==> config.mk <==
export PLATFORM = sky130hd
export DESIGN_NAME = fifo_level_monitor
export DESIGN_NICKNAME = d
export VERILOG_FILES = /design/src/rtl/fifo_lvl_pkg.sv /design/src/rtl/lvl_rst_sync.sv /design/src/rtl/lvl_capture.sv /design/src/rtl/lvl_therm_enc.sv /design/src/rtl/lvl_warn.sv /design/src/rtl/fifo_level_monitor.sv
export SDC_FILE = /design/constraint.sdc
export NUM_CORES = 1
export LEC_CHECK = 0
export BUFFER_PORTS_ARGS = -buffer_cell sky130_fd_sc_hd__buf_2
export CAP_MARGIN = 20
export CORE_AREA = 5 5 42 44
export CTS_CLUSTER_SIZE = 10
export DETAILED_ROUTE_END_ITERATION = 16
export DIE_AREA = 0 0 47 49
export PLACE_DENSITY_LB_ADDON = 0.05
export SETUP_SLACK_MARGIN = 0.05
export SYNTH_ARGS = -nofsm -noshare
export SYNTH_HDL_FRONTEND = slang
export SYNTH_SLANG_ARGS = --single-unit
==> constraint.sdc <==
create_clock -name clk -period 1 [get_ports clk]
set_input_delay 0.05 -clock clk [delete_from_list [all_inputs] [get_ports clk]]
set_output_delay 0.05 -clock clk [all_outputs]
set_load 0.05 [all_outputs]
==> src/rtl/fifo_lvl_pkg.sv <==
package fifo_lvl_pkg;
  localparam int unsigned LVL_PTR_W_DEF = 3;

  // Near-empty / near-full test for a level in a FIFO of depth 2**ptr_w
  function automatic logic lvl_at_edge(input int unsigned lvl, input int unsigned ptr_w);
    int unsigned depth;
    depth = 1 << ptr_w;
    return (lvl == 1) || (lvl == depth - 1);
  endfunction
endpackage

==> src/rtl/lvl_rst_sync.sv <==
module lvl_rst_sync (
  input  logic clk,
  input  logic rst_n_in,
  output logic rst_n_out
);
  logic [1:0] sync_q;

  always_ff @(posedge clk or negedge rst_n_in) begin
    if (!rst_n_in) sync_q <= 2'b00;
    else           sync_q <= {sync_q[0], 1'b1};
  end

  assign rst_n_out = sync_q[1];
endmodule

==> src/rtl/lvl_capture.sv <==
module lvl_capture #(
  parameter int unsigned PTR_W = fifo_lvl_pkg::LVL_PTR_W_DEF
) (
  input  logic             clk,
  input  logic             rst_n,
  input  logic [PTR_W-1:0] wr_ptr,
  input  logic [PTR_W-1:0] rd_ptr,
  input  logic             ptr_vld,
  output logic             cap_o,
  output logic [PTR_W-1:0] level_o
);
  logic [PTR_W-1:0] level_q, level_d;
  logic             cap;

  always_comb begin
    cap     = ptr_vld && (rd_ptr == '0);
    level_d = level_q;
    if (cap) level_d = wr_ptr;
  end

  always_ff @(posedge clk or negedge rst_n) begin
    if (!rst_n)   level_q <= '0;
    else if (cap) level_q <= level_d;
  end

  assign cap_o   = cap;
  assign level_o = level_q;
endmodule

==> src/rtl/lvl_therm_enc.sv <==
module lvl_therm_enc #(
  parameter int unsigned PTR_W   = fifo_lvl_pkg::LVL_PTR_W_DEF,
  localparam int unsigned THERM_W = (1 << PTR_W) - 1
) (
  input  logic [PTR_W-1:0]   level,
  output logic [THERM_W-1:0] therm
);
  for (genvar i = 0; i < THERM_W; i++) begin : g_bit
    assign therm[i] = (32'(level) > i);
  end
endmodule

==> src/rtl/lvl_warn.sv <==
module lvl_warn #(
  parameter int unsigned PTR_W = fifo_lvl_pkg::LVL_PTR_W_DEF
) (
  input  logic             clk,
  input  logic             rst_n,
  input  logic             cap,
  input  logic [PTR_W-1:0] cap_val,
  input  logic             clr,
  output logic             warn_o
);
  logic warn_q, warn_d, hit;

  always_comb begin
    hit    = cap && fifo_lvl_pkg::lvl_at_edge(32'(cap_val), PTR_W);
    warn_d = warn_q;
    if (clr) warn_d = 1'b0;
    if (hit) warn_d = 1'b1;
  end

  always_ff @(posedge clk or negedge rst_n) begin
    if (!rst_n) warn_q <= 1'b0;
    else        warn_q <= warn_d;
  end

  assign warn_o = warn_q;
endmodule

==> src/rtl/fifo_level_monitor.sv <==
module fifo_level_monitor #(
  parameter int unsigned PTR_W   = fifo_lvl_pkg::LVL_PTR_W_DEF,
  localparam int unsigned THERM_W = (1 << PTR_W) - 1
) (
  input  logic             clk,
  input  logic             rst_n,
  input  logic [PTR_W-1:0] wr_ptr,
  input  logic [PTR_W-1:0] rd_ptr,
  input  logic             ptr_vld,
  input  logic             irq_en,
  input  logic             warn_clr,
  output logic [THERM_W:0] status,
  output logic             irq
);
  logic               rst_int_n;
  logic               cap;
  logic [PTR_W-1:0]   level;
  logic [THERM_W-1:0] therm;
  logic               warn;

  lvl_rst_sync u_rst (
    .clk       (clk),
    .rst_n_in  (rst_n),
    .rst_n_out (rst_int_n)
  );

  lvl_capture #(.PTR_W(PTR_W)) u_cap (
    .clk     (clk),
    .rst_n   (rst_int_n),
    .wr_ptr  (wr_ptr),
    .rd_ptr  (rd_ptr),
    .ptr_vld (ptr_vld),
    .cap_o   (cap),
    .level_o (level)
  );

  lvl_therm_enc #(.PTR_W(PTR_W)) u_enc (
    .level (level),
    .therm (therm)
  );

  lvl_warn #(.PTR_W(PTR_W)) u_warn (
    .clk     (clk),
    .rst_n   (rst_int_n),
    .cap     (cap),
    .cap_val (wr_ptr),
    .clr     (warn_clr),
    .warn_o  (warn)
  );

  assign status = {warn, therm};
  assign irq    = warn & irq_en;
endmodule

==> results_dict.tcl <==
set metrics [dict create \
    run_status "finished, violations left" \
    violations "negative setup slack" \
    synth.ff_latch_count 6 \
    area_of_the_mapped_netlist_um2 291.5 \
    ys_top_cells_by_area "sky130_fd_sc_hd__dfrtp_1 (52%), sky130_fd_sc_hd__mux2_2 (12%), sky130_fd_sc_hd__nor4b_4 (8.2%)" \
    r2r_setup_slk_ps -30 \
    r2r_cells 3 \
    timing.rr.end "u_cap.level_o[0]" \
    layout_min_cycle_time_ps 1249 \
    floorplan.initialDensity_pct 20.80 \
    worst_slack_ps -248.5 \
    clock-root-buffer "sky130_fd_sc_hd__clkbuf_4" \
    routedWlPerCell_um 10.41 \
    grt_util_all_layers_pct 7.224 \
    power_leakage_nw 0.2858 \
    worst_path_max_delay_cell "sky130_fd_sc_hd__dfrtp_2" \
    ant_nets 0 \
    hold_wc_path_type "reg2async" \
    crit_path_cell_trace "or3_4, buf_8" \
    grt_first_pass_wirelength_mm 1.117 \
    synth_cell_type_count 15 \
    power_density_nw_per_um2 2073 \
    die_w_um 47 \
    final.hold.worst_slack_ps 50.89 \
    io_pins 20 \
    grt_start_max_net_pins 7 \
    clock_skew_ps 2.672 \
    layout-drive-gt1-share_pct 75.00 \
    grt_pass1_vias 286 \
    layout_worst_path_cycle_share_pct 124.9 \
    critPathKind "reg2out" \
    io_buffers 19 \
    rsz_0062_raised_after_global_routing "yes" \
    critical_path.startpoint "u_cap.level_o[2]" \
    tritoncts "yes" \
    max-vdd-ir-drop_v 0.0006030 \
    fp.dieArea_um2 2303 \
    dieHeight_um 49 \
    max_cap_check_violation_count 0 \
    syn2layout_area_growth_pct 94.42 \
    htree_levels 1 \
    critPathLaunchType "flop" \
    place.detailed.hpwl_um 590.8 \
    yosys_warnings 0 \
    required_ps 950 \
    number_of_antenna_violations_at_the_first_check_in_global_routing 0 \
    critical_path.max_stage_delay_ps 420 \
    cts-root-to-sink-buffers 2 \
    netlist.area_leader.share_pct 51.50 \
    place.detailed.instances 60 \
    placementRows 14 \
    category_of_the_worst_setup_path_capture_point "output port" \
    num_antenna_cells 0 \
    fmax_mhz 800.9 \
    layout.cells.non_filler 68 \
    setup-violations-final 8 \
    design.final.nets 65 \
    routed_wl_um 708 \
    viasPerCell 4.044 \
    synthesized_instance_count 23 \
    synth.yosys.seq_area_share_pct 51.50 \
    slew_viol_final 0 \
    termination_of_the_worst_setup_path "status[0]" \
    cts_num_sinks 6 \
    dr_drc_count 0 \
    regToRegStartpoint "u_cap.level_o[0]" \
    design.core.area_um2 1401 \
    via_count 275 \
    clk_latency_ps 240 \
    netlist.top_cell.by_area "sky130_fd_sc_hd__dfrtp_1" \
    firstDrtPassIters 1 \
    post_synthesis_mean_instance_area_um2 12.68 \
    tritoncts.num_buffers 3 \
    syn-num-nets 34 \
    global_route.overflow_total 0 \
    drc_violation_total_after_the_first_tritonroute_iteration 0 \
    clkSlewWorstSetupHoldPaths_ps 40 \
    worst-endpoint-arrival_ps 1200 \
    critPathMaxFanout 5 \
    timing.final.hold_violations 0 \
    gpl.final_weighted_congestion 0.6133 \
]
-- layer usage --
metal  GRT usage, %  vias to the layer above  share of wire [%]
li1               -                      136                  -
met1          6.488                      129                 32
met2          11.09                        8                 58
met3          3.321                        2                7.5
met4          6.912                        0                2.0
met5              0                        -                  0
-- area by class of cell --
cell class | count | area [um^2]
flip-flops and latches | 6 | 151.4
clock buffers | 3 | 22.52
multi-input cells | 14 | 138.9
well taps | 16 | 20.02
fillers | 143 | 834.6
repair buffers | 28 | 230.2
inverters | 1 | 3.754
-- cells in the final DEF, fill, tap and decap left out --
cell type                       count
sky130_fd_sc_hd__a21o_1             1
sky130_fd_sc_hd__a32o_1             1
sky130_fd_sc_hd__and2_1             1
sky130_fd_sc_hd__and2_4             1
sky130_fd_sc_hd__and3_4             1
sky130_fd_sc_hd__buf_2             11
sky130_fd_sc_hd__buf_4              7
sky130_fd_sc_hd__buf_6              6
sky130_fd_sc_hd__buf_8              3
sky130_fd_sc_hd__clkbuf_4           3
sky130_fd_sc_hd__conb_1             1
sky130_fd_sc_hd__dfrtp_1            5
sky130_fd_sc_hd__dfrtp_2            1
sky130_fd_sc_hd__dlygate4sd3_1      1
sky130_fd_sc_hd__inv_1              1
sky130_fd_sc_hd__mux2_2             3
sky130_fd_sc_hd__nor4b_4            1
sky130_fd_sc_hd__o21a_1             1
sky130_fd_sc_hd__or2_2              1
sky130_fd_sc_hd__or3_4              1
sky130_fd_sc_hd__xnor2_1            1
-- logic make-up after synthesis --
logic type	after synthesis	synth area share, %
AO/OA/AOI/OAI	3	8.586
XOR/XNOR	1	3.005
buffers and inverters	3	5.149
flip-flops	6	51.50
multiplexers	3	11.59
other	1	1.286
AND/OR/NAND/NOR	6	18.89
-- worst max-delay path: cells and delay by family, from the launching register on --
kind,cells,cell delay [ps]
AND/OR/NAND/NOR,1,380
buffers and inverters,1,160
flip-flops,1,420
-- worst min path at each step --
stage / startpoint / end / slack, ps / cells after the start
4_1_cts: u_rst.sync_q[1] / u_cap.level_o[2] / 60 / 0
6_report: u_rst.sync_q[1] / u_cap.level_o[0] / 50 / 0
2_1_floorplan: rst_n / u_rst.sync_q[0] / -250 / 0
5_1_grt: wr_ptr[0] / u_warn.warn_o / 60 / 2
3_5_place_dp: rst_n / u_rst.sync_q[1] / -160 / 1
3_3_place_gp: rst_n / u_rst.sync_q[1] / -170 / 1
-- cell usage after synthesis --
library cell               number
sky130_fd_sc_hd__a21o_1         1
sky130_fd_sc_hd__a32o_1         1
sky130_fd_sc_hd__and2_1         2
sky130_fd_sc_hd__and3_1         1
sky130_fd_sc_hd__buf_4          1
sky130_fd_sc_hd__clkbuf_1       1
sky130_fd_sc_hd__conb_1         1
sky130_fd_sc_hd__dfrtp_1        6
sky130_fd_sc_hd__inv_1          1
sky130_fd_sc_hd__mux2_2         3
sky130_fd_sc_hd__nor4b_4        1
sky130_fd_sc_hd__o21a_1         1
sky130_fd_sc_hd__or2_2          1
sky130_fd_sc_hd__or3_1          1
sky130_fd_sc_hd__xnor2_1        1
-- flip-flops by register name, summed over array words and instances (netlist names) --
name           count
u_cap.level_o      3
u_rst.sync_q       2
u_warn.warn_o      1
-- stage by stage --
step           instance area [um^2]  TNS, ps  setup slack (ps)  power, mW  util (%)
3_3_place_gp                  430.4   -103.0            -39.85     0.7904     30.71
4_1_cts                       541.8    -1131            -262.8      1.146     38.66
5_1_grt                       566.8    -1369            -288.1      1.234     40.45
2_1_floorplan                 296.5        0             69.84     0.6418         -
6_report                      566.8    -1078            -248.5      1.175     40.45
3_5_place_dp                  430.4   -200.3            -55.30     0.7949     30.71
-- what timing repair did --
action	4_1_cts	5_1_grt
pin swaps	2	0
hold buffers	1	0
gates resized for setup	20	3
buffers inserted	2	2
endpoints found under the hold margin	2	0
setup endpoints to repair	8	11
-- power by group --
part           leakage [nW]  switching (mW)  internal, mW  total (mW)
combinational         0.200           0.345         0.302       0.647
sequential           0.0721          0.0350         0.278       0.313
clock                0.0138          0.0801         0.135       0.215
(Power assumes the default switching activity.)
